[src/rtl/burst_pkg.sv]
package burst_pkg;
  localparam int BEAT_W = 2;
  localparam int BEATS  = 1 << BEAT_W;

  typedef enum logic {
    ORD_LINEAR = 1'b0,
    ORD_XOR    = 1'b1
  } burst_order_e;

  typedef logic [BEAT_W-1:0] beat_t;
endpackage

[src/rtl/burst_rst_sync.sv]
module burst_rst_sync #(
  parameter int STAGES = 2
) (
  input  logic clk,
  input  logic rst_n,
  output logic rst_sync_n
);
  logic [STAGES-1:0] sync_q;
  logic [STAGES-1:0] sync_d;

  generate
    if (STAGES == 1) begin : g_single
      always_comb sync_d = 1'b1;
    end else begin : g_chain
      always_comb sync_d = {sync_q[STAGES-2:0], 1'b1};
    end
  endgenerate

  always_ff @(posedge clk or negedge rst_n) begin
    if (!rst_n) sync_q <= '0;
    else        sync_q <= sync_d;
  end

  assign rst_sync_n = sync_q[STAGES-1];
endmodule

[src/rtl/burst_beat_ctr.sv]
module burst_beat_ctr
  import burst_pkg::*;
(
  input  logic  clk,
  input  logic  rst_n,
  input  logic  clr_i,
  input  logic  step_i,
  output beat_t cnt_o
);
  beat_t cnt_q;
  beat_t cnt_d;
  logic  cnt_en;

  // The clear has priority over the step.
  always_comb begin
    cnt_en = clr_i | step_i;
    if (clr_i) cnt_d = '0;
    else       cnt_d = cnt_q + beat_t'(1);
  end

  always_ff @(posedge clk or negedge rst_n) begin
    if (!rst_n)      cnt_q <= '0;
    else if (cnt_en) cnt_q <= cnt_d;
  end

  assign cnt_o = cnt_q;

  assert_step_R3: assert property (@(posedge clk) disable iff (!rst_n)
    (step_i && !clr_i) |=> (cnt_o == beat_t'($past(cnt_o) + 1)));

  assert_clear_wins_R9: assert property (@(posedge clk) disable iff (!rst_n)
    clr_i |=> (cnt_o == '0));
endmodule

[src/rtl/burst_offset_map.sv]
module burst_offset_map
  import burst_pkg::*;
(
  input  beat_t        start_i,
  input  beat_t        beat_i,
  input  burst_order_e order_i,
  output beat_t        off_o
);
  beat_t lin_off;
  beat_t xor_off;

  always_comb begin
    lin_off = start_i + beat_i;
    xor_off = start_i ^ beat_i;
    off_o   = (order_i == ORD_XOR) ? xor_off : lin_off;
  end
endmodule

[src/rtl/burst_addr_gen.sv]
module burst_addr_gen
  import burst_pkg::*;
#(
  parameter int ADDR_W      = 12,
  parameter int SYNC_STAGES = 2
) (
  input  logic              clk,
  input  logic              rst_n,
  input  logic              load_i,
  input  logic [ADDR_W-1:0] base_i,
  input  logic              adv_i,
  input  logic              mode_i,
  output logic [ADDR_W-1:0] addr_o,
  output logic [1:0]        beat_o
);
  localparam int UPPER_W = ADDR_W - BEAT_W;

  logic              rst_sync_n;
  logic [ADDR_W-1:0] base_q;
  logic [ADDR_W-1:0] base_d;
  burst_order_e      order_q;
  burst_order_e      order_d;
  beat_t             beat_cnt;
  beat_t             low_off;

  burst_rst_sync #(.STAGES(SYNC_STAGES)) u_rst_sync (
    .clk        (clk),
    .rst_n      (rst_n),
    .rst_sync_n (rst_sync_n)
  );

  // The base address and the order are captured only by a load.
  always_comb begin
    base_d  = base_i;
    order_d = mode_i ? ORD_XOR : ORD_LINEAR;
  end

  always_ff @(posedge clk or negedge rst_sync_n) begin
    if (!rst_sync_n) begin
      base_q  <= '0;
      order_q <= ORD_LINEAR;
    end else if (load_i) begin
      base_q  <= base_d;
      order_q <= order_d;
    end
  end

  burst_beat_ctr u_beat (
    .clk    (clk),
    .rst_n  (rst_sync_n),
    .clr_i  (load_i),
    .step_i (adv_i),
    .cnt_o  (beat_cnt)
  );

  burst_offset_map u_map (
    .start_i (base_q[BEAT_W-1:0]),
    .beat_i  (beat_cnt),
    .order_i (order_q),
    .off_o   (low_off)
  );

  assign addr_o = {base_q[ADDR_W-1:BEAT_W], low_off};
  assign beat_o = beat_cnt;

  assert_load_R2: assert property (@(posedge clk) disable iff (!rst_sync_n)
    load_i |=> (addr_o == $past(base_i)) && (beat_o == 2'd0));

  assert_hold_R4: assert property (@(posedge clk) disable iff (!rst_sync_n)
    (!load_i && !adv_i) |=> ($stable(addr_o) && $stable(beat_o)));

  assert_upper_fixed_R7: assert property (@(posedge clk) disable iff (!rst_sync_n)
    !load_i |=> (addr_o[ADDR_W-1:BEAT_W] == $past(addr_o[ADDR_W-1:BEAT_W])));

  assert_mode_ignored_R10: assert property (@(posedge clk) disable iff (!rst_sync_n)
    (!load_i && !adv_i && (mode_i != $past(mode_i))) |=> $stable(addr_o));

  initial begin
    assert_width_ok: assert (UPPER_W >= 1);
  end
endmodule

[config.mk]
export PLATFORM = sky130hd
export DESIGN_NAME = burst_addr_gen
export DESIGN_NICKNAME = d
export VERILOG_FILES = /design/src/rtl/burst_pkg.sv /design/src/rtl/burst_rst_sync.sv /design/src/rtl/burst_beat_ctr.sv /design/src/rtl/burst_offset_map.sv /design/src/rtl/burst_addr_gen.sv
export SDC_FILE = /design/constraint.sdc
export NUM_CORES = 1
export LEC_CHECK = 0
export BUFFER_PORTS_ARGS = -buffer_cell sky130_fd_sc_hd__buf_4
export CORE_MARGIN = 3
export CORE_UTILIZATION = 45
export DETAILED_ROUTE_END_ITERATION = 7
export PLACE_DENSITY = 0.75
export SYNTH_ARGS = -nofsm -noshare
export SYNTH_HDL_FRONTEND = slang
export SYNTH_SLANG_ARGS = --single-unit
[constraint.sdc]
create_clock -name clk -period 1.35 [get_ports clk]
set_clock_uncertainty 0.2 [all_clocks]
set_input_delay 0.0675 -clock clk [delete_from_list [all_inputs] [get_ports clk]]
set_output_delay 0.0675 -clock clk [all_outputs]
set_load 0.1 [all_outputs]
==> metrics.txt, run 1 <==
# TYPE chip_impl_metric gauge
chip_impl_info{name="status",value="finished, violations left"} 1
chip_impl_info{name="failed_checks",value="setup timing"} 1
chip_impl_metric{name="syn2layout_area_growth",unit="%"} 61.7
chip_impl_metric{name="wire_length_per_cell",unit="um"} 12.2
chip_impl_metric{name="fin_crit_sh",unit="%"} 124
chip_impl_metric{name="leakage",unit="nW"} 0.602
chip_impl_metric{name="pwr-share-clk",unit="%"} 15.9
chip_impl_info{name="holdCritPathClass",value="reg -> reg"} 1
chip_impl_metric{name="dieWidth",unit="um"} 47.7
chip_impl_metric{name="timing.reg2reg.worst_path_depth",unit=""} 3
chip_impl_metric{name="core_area",unit="um2"} 1580
chip_impl_metric{name="die_height",unit="um"} 47.7
chip_impl_info{name="top_cells_by_area_in_the_synthesized_netlist",value="dfrtp_1, mux2_4, buf_4, mux2_2, xnor2_1"} 1
chip_impl_metric{name="switching_share_of_power",unit="%"} 39.7
chip_impl_metric{name="fin_ws",unit="ps"} -319
chip_impl_info{name="critPathCaptureType",value="output pin"} 1
chip_impl_metric{name="wirelength",unit="um"} 1410
chip_impl_metric{name="syn_inst",unit=""} 52
chip_impl_metric{name="fmax",unit="MHz"} 599
chip_impl_metric{name="clock_insertion_delay_worst_skew",unit="ps"} 270
chip_impl_metric{name="timing_hold_violations_final",unit=""} 0
chip_impl_metric{name="critPathMaxFanout",unit=""} 2
chip_impl_metric{name="number_of_drc_markers_after_the_initial_detailed_route_iteration",unit=""} 7
chip_impl_info{name="clk_root_buffer_cell",value="clkbuf_4"} 1
chip_impl_metric{name="floorplan.die_area",unit="um2"} 2280
chip_impl_metric{name="number_of_standard_cell_rows_in_the_floorplan",unit=""} 14
chip_impl_metric{name="detail_route.vias_per_cell",unit=""} 4.49
chip_impl_info{name="synth_top_cell_by_area",value="dfrtp_1"} 1
chip_impl_metric{name="crit_required",unit="ps"} 1080
chip_impl_info{name="timing.critical_path.from_type",value="register"} 1
chip_impl_metric{name="syn_area_per_cell",unit="um2"} 15.1
chip_impl_metric{name="clk_transition_reported_paths",unit="ps"} 90
chip_impl_metric{name="powerDensity",unit="nW/um2"} 1240
chip_impl_info{name="synth.cells.most_frequent",value="dfrtp_1, buf_4, mux2_4"} 1
chip_impl_metric{name="yosys.cell_types.count",unit=""} 14
chip_impl_metric{name="detail-route-antenna-nets",unit=""} 0
chip_impl_metric{name="firstDrtPassIters",unit=""} 2
chip_impl_metric{name="seq_power_share",unit="%"} 37.6
chip_impl_info{name="worstSetupPathType",value="reg -> out"} 1
chip_impl_metric{name="cts_htree_levels",unit=""} 1
chip_impl_metric{name="grt_overflow",unit=""} 0
chip_impl_metric{name="placedInstanceArea",unit="um2"} 1020
chip_impl_info{name="unrepaired_setup_endpoints_after_global_routing",value="true"} 1
chip_impl_metric{name="final-max-slew-violation-count",unit=""} 0
chip_impl_metric{name="clk_path_buf_depth",unit=""} 2
chip_impl_metric{name="netlist.area_leader.share",unit="%"} 54.3
chip_impl_metric{name="cts.sinks",unit=""} 17
chip_impl_metric{name="fin_nets",unit=""} 118
chip_impl_metric{name="grt_usage",unit="%"} 15.1
chip_impl_metric{name="detail_route.drc_violations",unit=""} 0
chip_impl_metric{name="post_route_cells_drive_above_1_share",unit="%"} 59.6
chip_impl_metric{name="maximum_number_of_pins_on_one_net_before_global_route_repair",unit=""} 16
chip_impl_info{name="tritoncts",value="yes"} 1
chip_impl_metric{name="sequential_area_share_after_synthesis",unit="%"} 54.3
chip_impl_metric{name="antenna_cells",unit=""} 0
chip_impl_metric{name="cellInternalPower",unit="mW"} 0.946
chip_impl_metric{name="cap_viol_max_count",unit=""} 0
chip_impl_metric{name="synth-seq-cells",unit=""} 17
chip_impl_metric{name="count_of_pins_on_the_block_boundary",unit=""} 31
chip_impl_metric{name="tritoncts.num_buffers",unit=""} 3
chip_impl_metric{name="synth-async-reset-ratio",unit="%"} 100
chip_impl_info{name="yosys.cell_count.top_type",value="dfrtp_1"} 1
chip_impl_metric{name="setup_violations",unit=""} 3
chip_impl_metric{name="effective_utilization_at_floorplan",unit="%"} 49.7
chip_impl_metric{name="io_buffers",unit=""} 30
chip_impl_metric{name="grt_first_pass_wirelength",unit="um"} 2350
chip_impl_metric{name="cp.arrival",unit="ps"} 1400
chip_impl_metric{name="hold_path_depth",unit=""} 0
chip_impl_metric{name="p_sw",unit="mW"} 0.623
chip_impl_metric{name="routed-via-count",unit=""} 516
chip_impl_metric{name="grt_pass1_vias",unit=""} 568
chip_impl_metric{name="postSynthNetCount",unit=""} 70
chip_impl_metric{name="final_period_minus_worst_setup_slack",unit="ps"} 1670
chip_impl_metric{name="synth-edff-count",unit=""} 0
chip_impl_metric{name="fin_area",unit="um2"} 1270
chip_impl_metric{name="ys.warnings.count",unit=""} 0
chip_impl_info{name="ys_dominant_reg_cell",value="dfrtp_1"} 1
chip_impl_metric{name="timing.hold.ws",unit="ps"} 162
chip_impl_metric{name="vdd.ir_drop.worst",unit="uV"} 783
chip_impl_metric{name="number_of_antenna_violations_at_the_first_check_in_global_routing",unit=""} 0
chip_impl_metric{name="synthesis.area",unit="um2"} 783
chip_impl_metric{name="power_frac_comb",unit="%"} 46.5
chip_impl_metric{name="gp_congestion",unit=""} 0.692
[worst paths after layout]
| kind | start | end | slack (ps) |
|---|---|---|---|
| hold / removal | u_rst_sync.sync_q[0] | u_rst_sync.sync_q[1] | 160 |
| min in group asynchronous | rst_n | u_rst_sync.sync_q[1] | 450 |
| setup reg to reg | u_beat.cnt_o[0] | u_beat.cnt_o[1] | 100 |
| hold reg to reg | u_rst_sync.sync_q[0] | u_rst_sync.sync_q[1] | 160 |
| setup / recovery | u_beat.cnt_o[0] | addr_o[1] | -320 |
| max in group asynchronous | u_rst_sync.sync_q[1] | u_beat.cnt_o[0] | 290 |
[power groups by stage]
stage                     Combinational [mW]  Sequential, mW  Clock (mW)
after global placement                 0.630           0.597           0
final                                  0.730           0.590       0.249
after global routing                   0.758           0.596       0.287
after detailed placement               0.635           0.599           0
after CTS                              0.730           0.589       0.260
after floorplan                        0.502           0.638           0
[layer usage]
metal | part of all wire, % | wire, um | track usage (%)
met2 | 54 | 762 | 26.6
met5 | 0 | 0 | 0
met4 | 1.0 | 14 | 6.45
met1 | 41 | 573 | 17.4
met3 | 4.0 | 56 | 3.38
[sequential cells by signal, indices dropped and copies added (netlist names)]
register / cells
u_rst_sync.sync_q: 2
base_q: 12
order_q: 1
u_beat.cnt_o: 2
[metrics by stage]
step	setup TNS (ps)	setup WS, ps	power, mW	std cells	util (%)
finish	-470	-319	1.57	115	80.3
global route	-586	-369	1.64	115	80.3
CTS	-479	-324	1.58	115	80.1
detailed placement	-115	-115	1.23	93	64.6
global placement	-96.7	-96.7	1.23	93	64.6
floorplan	-515	-472	1.14	52	-
[what timing repair did]
item,4_1_cts,5_1_grt
resized for setup,9,1
hold buffers,18,0
endpoints found under the hold margin,32,0
endpoints found under the setup margin,3,4
pin swaps,1,0
setup buffers,0,1
[cells by family (layout without fill, tap and decap cells)]
logic type	Yosys count	after routing	synth area share, %
AOI/OAI and AO/OA	2	2	1.92
xor gates and xnor gates	3	3	3.36
other	1	1	0.479
DFF	17	17	54.3
and+or+nand+nor	3	3	2.24
muxes	13	13	22.5
adders and majority gates	1	1	1.60
buffers and inverters	12	59	13.6
[worst max-delay path, stage by stage (launching register included)]
cell and delay [ps]:
dfrtp_4 500, ha_4 160, nor2b_4 130, xnor2_4 150, buf_12 190
[cell usage in the layout, fill, tap and decap left out]
cell / count
conb_1: 1
buf_4: 33
clkbuf_4: 3
dfrtp_2: 1
dlygate4sd3_1: 18
mux2_2: 5
dfrtp_4: 1
xnor2_4: 1
buf_12: 3
ha_4: 1
nor2b_4: 1
xnor2_1: 2
a21oi_1: 1
mux2_4: 8
dfrtp_1: 15
clkbuf_1: 1
nand3b_1: 1
nor2_1: 1
a21bo_2: 1
buf_6: 1
[layout make-up]
type	instances	area [um2]
Clock buffer	4	26.3
Sequential cell	17	430
Multi-Input combinational cell	23	290
Timing Repair Buffer	55	499
Fill cell	90	310
Tap cell	16	20.0
No activity file was read; power rests on OpenSTA's default activity.
==> run 2, diff against run 1 <==
--- a/config.mk
+++ b/config.mk
@@ -5,11 +5,10 @@
 export SDC_FILE = /design/constraint.sdc
 export NUM_CORES = 1
 export LEC_CHECK = 0
-export BUFFER_PORTS_ARGS = -buffer_cell sky130_fd_sc_hd__buf_4
 export CORE_MARGIN = 3
 export CORE_UTILIZATION = 45
 export DETAILED_ROUTE_END_ITERATION = 7
-export PLACE_DENSITY = 0.75
+export DONT_BUFFER_PORTS = 1
 export SYNTH_ARGS = -nofsm -noshare
 export SYNTH_HDL_FRONTEND = slang
 export SYNTH_SLANG_ARGS = --single-unit
==> run 2 against run 1 <==
Against the previous run: the run ends with hold timing, setup timing left; global-route usage decreased by 1.4 points; flip-flop and latch count unchanged; non-clock buffer count decreased by 23; die area unchanged; combinational power decreased by 12%; critical path type unchanged; highest routed layer unchanged.
==> metrics.txt, run 2 (synthesis gave the netlist of run 1 again) <==
# TYPE chip_impl_metric gauge
chip_impl_info{name="status",value="finished, violations left"} 1
chip_impl_info{name="failed_checks",value="hold timing, setup timing"} 1
chip_impl_metric{name="timing.hold.ws",unit="ps"} -53.8
chip_impl_metric{name="number_of_antenna_violations_at_the_first_check_in_global_routing",unit=""} 0
chip_impl_metric{name="grt_pass1_vias",unit=""} 498
chip_impl_info{name="regMostFlops",value="base_q"} 1
chip_impl_metric{name="dieWidth",unit="um"} 47.7
chip_impl_metric{name="fin_nets",unit=""} 95
chip_impl_info{name="timing.critical_path.from_type",value="register"} 1
chip_impl_metric{name="firstDrtPassIters",unit=""} 2
chip_impl_metric{name="number_of_standard_cell_rows_in_the_floorplan",unit=""} 14
chip_impl_metric{name="cts.sinks",unit=""} 17
chip_impl_metric{name="core_area",unit="um2"} 1580
chip_impl_metric{name="detail-route-antenna-nets",unit=""} 0
chip_impl_metric{name="detail_route.drc_violations",unit=""} 0
chip_impl_metric{name="routed-wl-met3",unit="um"} 115
chip_impl_metric{name="cp.arrival",unit="ps"} 1440
chip_impl_metric{name="wire_length_per_cell",unit="um"} 14.9
chip_impl_metric{name="preCtsSetupSlack",unit="ps"} -58.0
chip_impl_info{name="layout_common_cells",value="dlygate4sd3_1, dfrtp_1, buf_4, mux2_4, mux2_2"} 1
chip_impl_metric{name="grt_usage",unit="%"} 13.7
chip_impl_metric{name="fin_ws",unit="ps"} -356
chip_impl_metric{name="multi_input_area",unit="um2"} 290
chip_impl_metric{name="cap_viol_max_count",unit=""} 0
chip_impl_metric{name="clk_transition_reported_paths",unit="ps"} 110
chip_impl_metric{name="clk_path_buf_depth",unit=""} 2
chip_impl_info{name="final_common_cell",value="dlygate4sd3_1"} 1
chip_impl_info{name="maxUsedRoutingLayer",value="met4"} 1
chip_impl_metric{name="pwr-share-clk",unit="%"} 18.5
chip_impl_info{name="tritoncts",value="yes"} 1
chip_impl_info{name="holdCritPathClass",value="reg -> async"} 1
chip_impl_metric{name="powerDensity",unit="nW/um2"} 1420
chip_impl_metric{name="regArea",unit="um2"} 430
chip_impl_metric{name="floorplan.die_area",unit="um2"} 2280
chip_impl_metric{name="fmax",unit="MHz"} 586
chip_impl_metric{name="antenna_cells",unit=""} 0
chip_impl_metric{name="detail_route.vias_per_cell",unit=""} 4.89
chip_impl_metric{name="final_period_minus_worst_setup_slack",unit="ps"} 1710
chip_impl_metric{name="final-max-slew-violation-count",unit=""} 0
chip_impl_metric{name="switching_share_of_power",unit="%"} 42.2
chip_impl_info{name="clk_root_buffer_cell",value="clkbuf_4"} 1
chip_impl_metric{name="largest_reg_flops",unit=""} 12
chip_impl_metric{name="timing_worst_slew_pin_value",unit="ps"} 805
chip_impl_metric{name="cellInternalPower",unit="mW"} 0.878
chip_impl_metric{name="timing_hold_violations_final",unit=""} 8
chip_impl_metric{name="final_core_utilization",unit="%"} 67.8
chip_impl_metric{name="cts_hold_buffers_added",unit=""} 17
chip_impl_metric{name="p_sw",unit="mW"} 0.641
chip_impl_metric{name="number_of_drc_markers_after_the_initial_detailed_route_iteration",unit=""} 1
chip_impl_info{name="worstPathCellList",value="ha_4, nor2b_4, xnor2_4, buf_12"} 1
chip_impl_metric{name="syn2layout_area_growth",unit="%"} 36.4
chip_impl_metric{name="grt_first_pass_wirelength",unit="um"} 2070
chip_impl_metric{name="gp_congestion",unit=""} 0.747
chip_impl_metric{name="grt_overflow",unit=""} 0
chip_impl_metric{name="io_buffers",unit=""} 0
chip_impl_metric{name="cts_htree_levels",unit=""} 1
chip_impl_metric{name="setup_violations",unit=""} 4
chip_impl_metric{name="fin_crit_sh",unit="%"} 126
chip_impl_metric{name="routed-via-count",unit=""} 450
chip_impl_info{name="worstSetupPathType",value="reg -> out"} 1
chip_impl_metric{name="wirelength",unit="um"} 1370
chip_impl_metric{name="die_height",unit="um"} 47.7
chip_impl_metric{name="dpl.hpwl",unit="um"} 974
chip_impl_metric{name="maximum_number_of_pins_on_one_net_before_global_route_repair",unit=""} 16
chip_impl_info{name="unrepaired_setup_endpoints_after_global_routing",value="true"} 1
chip_impl_metric{name="met2WireLength",unit="um"} 706
chip_impl_metric{name="tritoncts.num_buffers",unit=""} 3
chip_impl_metric{name="effective_utilization_at_floorplan",unit="%"} 49.7
chip_impl_metric{name="count_of_pins_on_the_block_boundary",unit=""} 31
chip_impl_metric{name="crit_required",unit="ps"} 1080
chip_impl_metric{name="seq_power_share",unit="%"} 39.1
chip_impl_metric{name="clock_insertion_delay_worst_skew",unit="ps"} 300
chip_impl_metric{name="drt-met1-wl",unit="um"} 539
chip_impl_metric{name="layout.filler_cells",unit=""} 115
chip_impl_metric{name="leakage",unit="nW"} 0.490
chip_impl_info{name="critical-path-slowest-cell",value="dfrtp_4"} 1
chip_impl_metric{name="critPathMaxFanout",unit=""} 2
chip_impl_metric{name="post_route_cells_drive_above_1_share",unit="%"} 50.0
chip_impl_info{name="critPathCaptureType",value="output pin"} 1
chip_impl_metric{name="vdd.ir_drop.worst",unit="uV"} 824
chip_impl_metric{name="slowest_delay",unit="ps"} 500
chip_impl_metric{name="timing.max_slew.rel_slack",unit="%"} 46.3
chip_impl_metric{name="power_frac_comb",unit="%"} 42.4
## run 2: cell types whose count changed in the layout (fill, tap and decap cells not counted)
cell	before	now
buf_6	1	0
clkinvlp_4	0	1
dlygate4sd3_1	18	16
buf_12	3	1
clkbuf_1	1	0
buf_4	33	14
dlymetal6s4s_1	0	1
## run 2: layout make-up
| class | instances | share of cell area, % |
|---|---|---|
| Multi-Input combinational cell | 23 | 27.2 |
| Tap cell | 16 | 1.87 |
| Sequential cell | 17 | 40.3 |
| Clock inverter | 1 | 0.703 |
| Clock buffer | 3 | 2.11 |
| Timing Repair Buffer | 32 | 27.9 |
## run 2: repair_timing
item                                    4_1_cts  5_1_grt
setup buffers                                 0        0
gates resized for setup                       0        1
endpoints found under the hold margin        25        8
gates cloned                                  0        0
endpoints found under the setup margin        4       18
pin swaps                                     1        0
## run 2: per-stage QoR
step	total power, mW	hold WS, ps	TNS, ps	cell area [um2]	std cells
finish	1.52	-53.8	-599	1070	92
global route	1.58	-24.1	-786	1070	92
CTS	1.53	-41.2	-2720	1070	92
detailed placement	1.20	-428	-64.2	866	71
global placement	1.19	-428	-28.1	866	71
floorplan	1.14	-428	-515	827	52
## run 2: path summary, 6_finish.rpt
| path | cells after the start | slack, ps | from | endpoint |
|---|---|---|---|---|
| worst max-delay path | 4 | -360 | u_beat.cnt_o[0] | addr_o[1] |
| worst min-delay path | 0 | -50 | u_rst_sync.sync_q[1] | base_q[11] |
| worst max register to register | 3 | -30 | u_beat.cnt_o[0] | u_beat.cnt_o[1] |
| worst min register to register | 0 | -50 | u_rst_sync.sync_q[1] | base_q[11] |
| max in group asynchronous | 2 | 510 | rst_n | u_rst_sync.sync_q[0] |
| min in group clk | 0 | 160 | u_rst_sync.sync_q[0] | u_rst_sync.sync_q[1] |
## run 2: layer usage
layer / vias to the layer above / global-route usage, %
met2: 24 / 22.7
met3: 3 / 6.77
met5: - / 0
met1: 216 / 15.2
met4: 0 / 4.84
li1: 207 / -
## run 2: critical path: cells and delay by family (launching register included)
| kind | cells | cell delay [ps] |
|---|---|---|
| xor+xnor | 1 | 150 |
| simple gates | 1 | 130 |
| flops | 1 | 500 |
| fa+ha+maj | 1 | 160 |
| buf+inv | 1 | 190 |
## run 2: power by group through the flow
stage,clock [mW],sequential (mW),combinational (mW)
2_1_floorplan,0,0.638,0.502
3_3_place_gp,0,0.601,0.588
3_5_place_dp,0,0.604,0.594
4_1_cts,0.291,0.595,0.646
5_1_grt,0.319,0.601,0.663
6_report,0.281,0.594,0.644
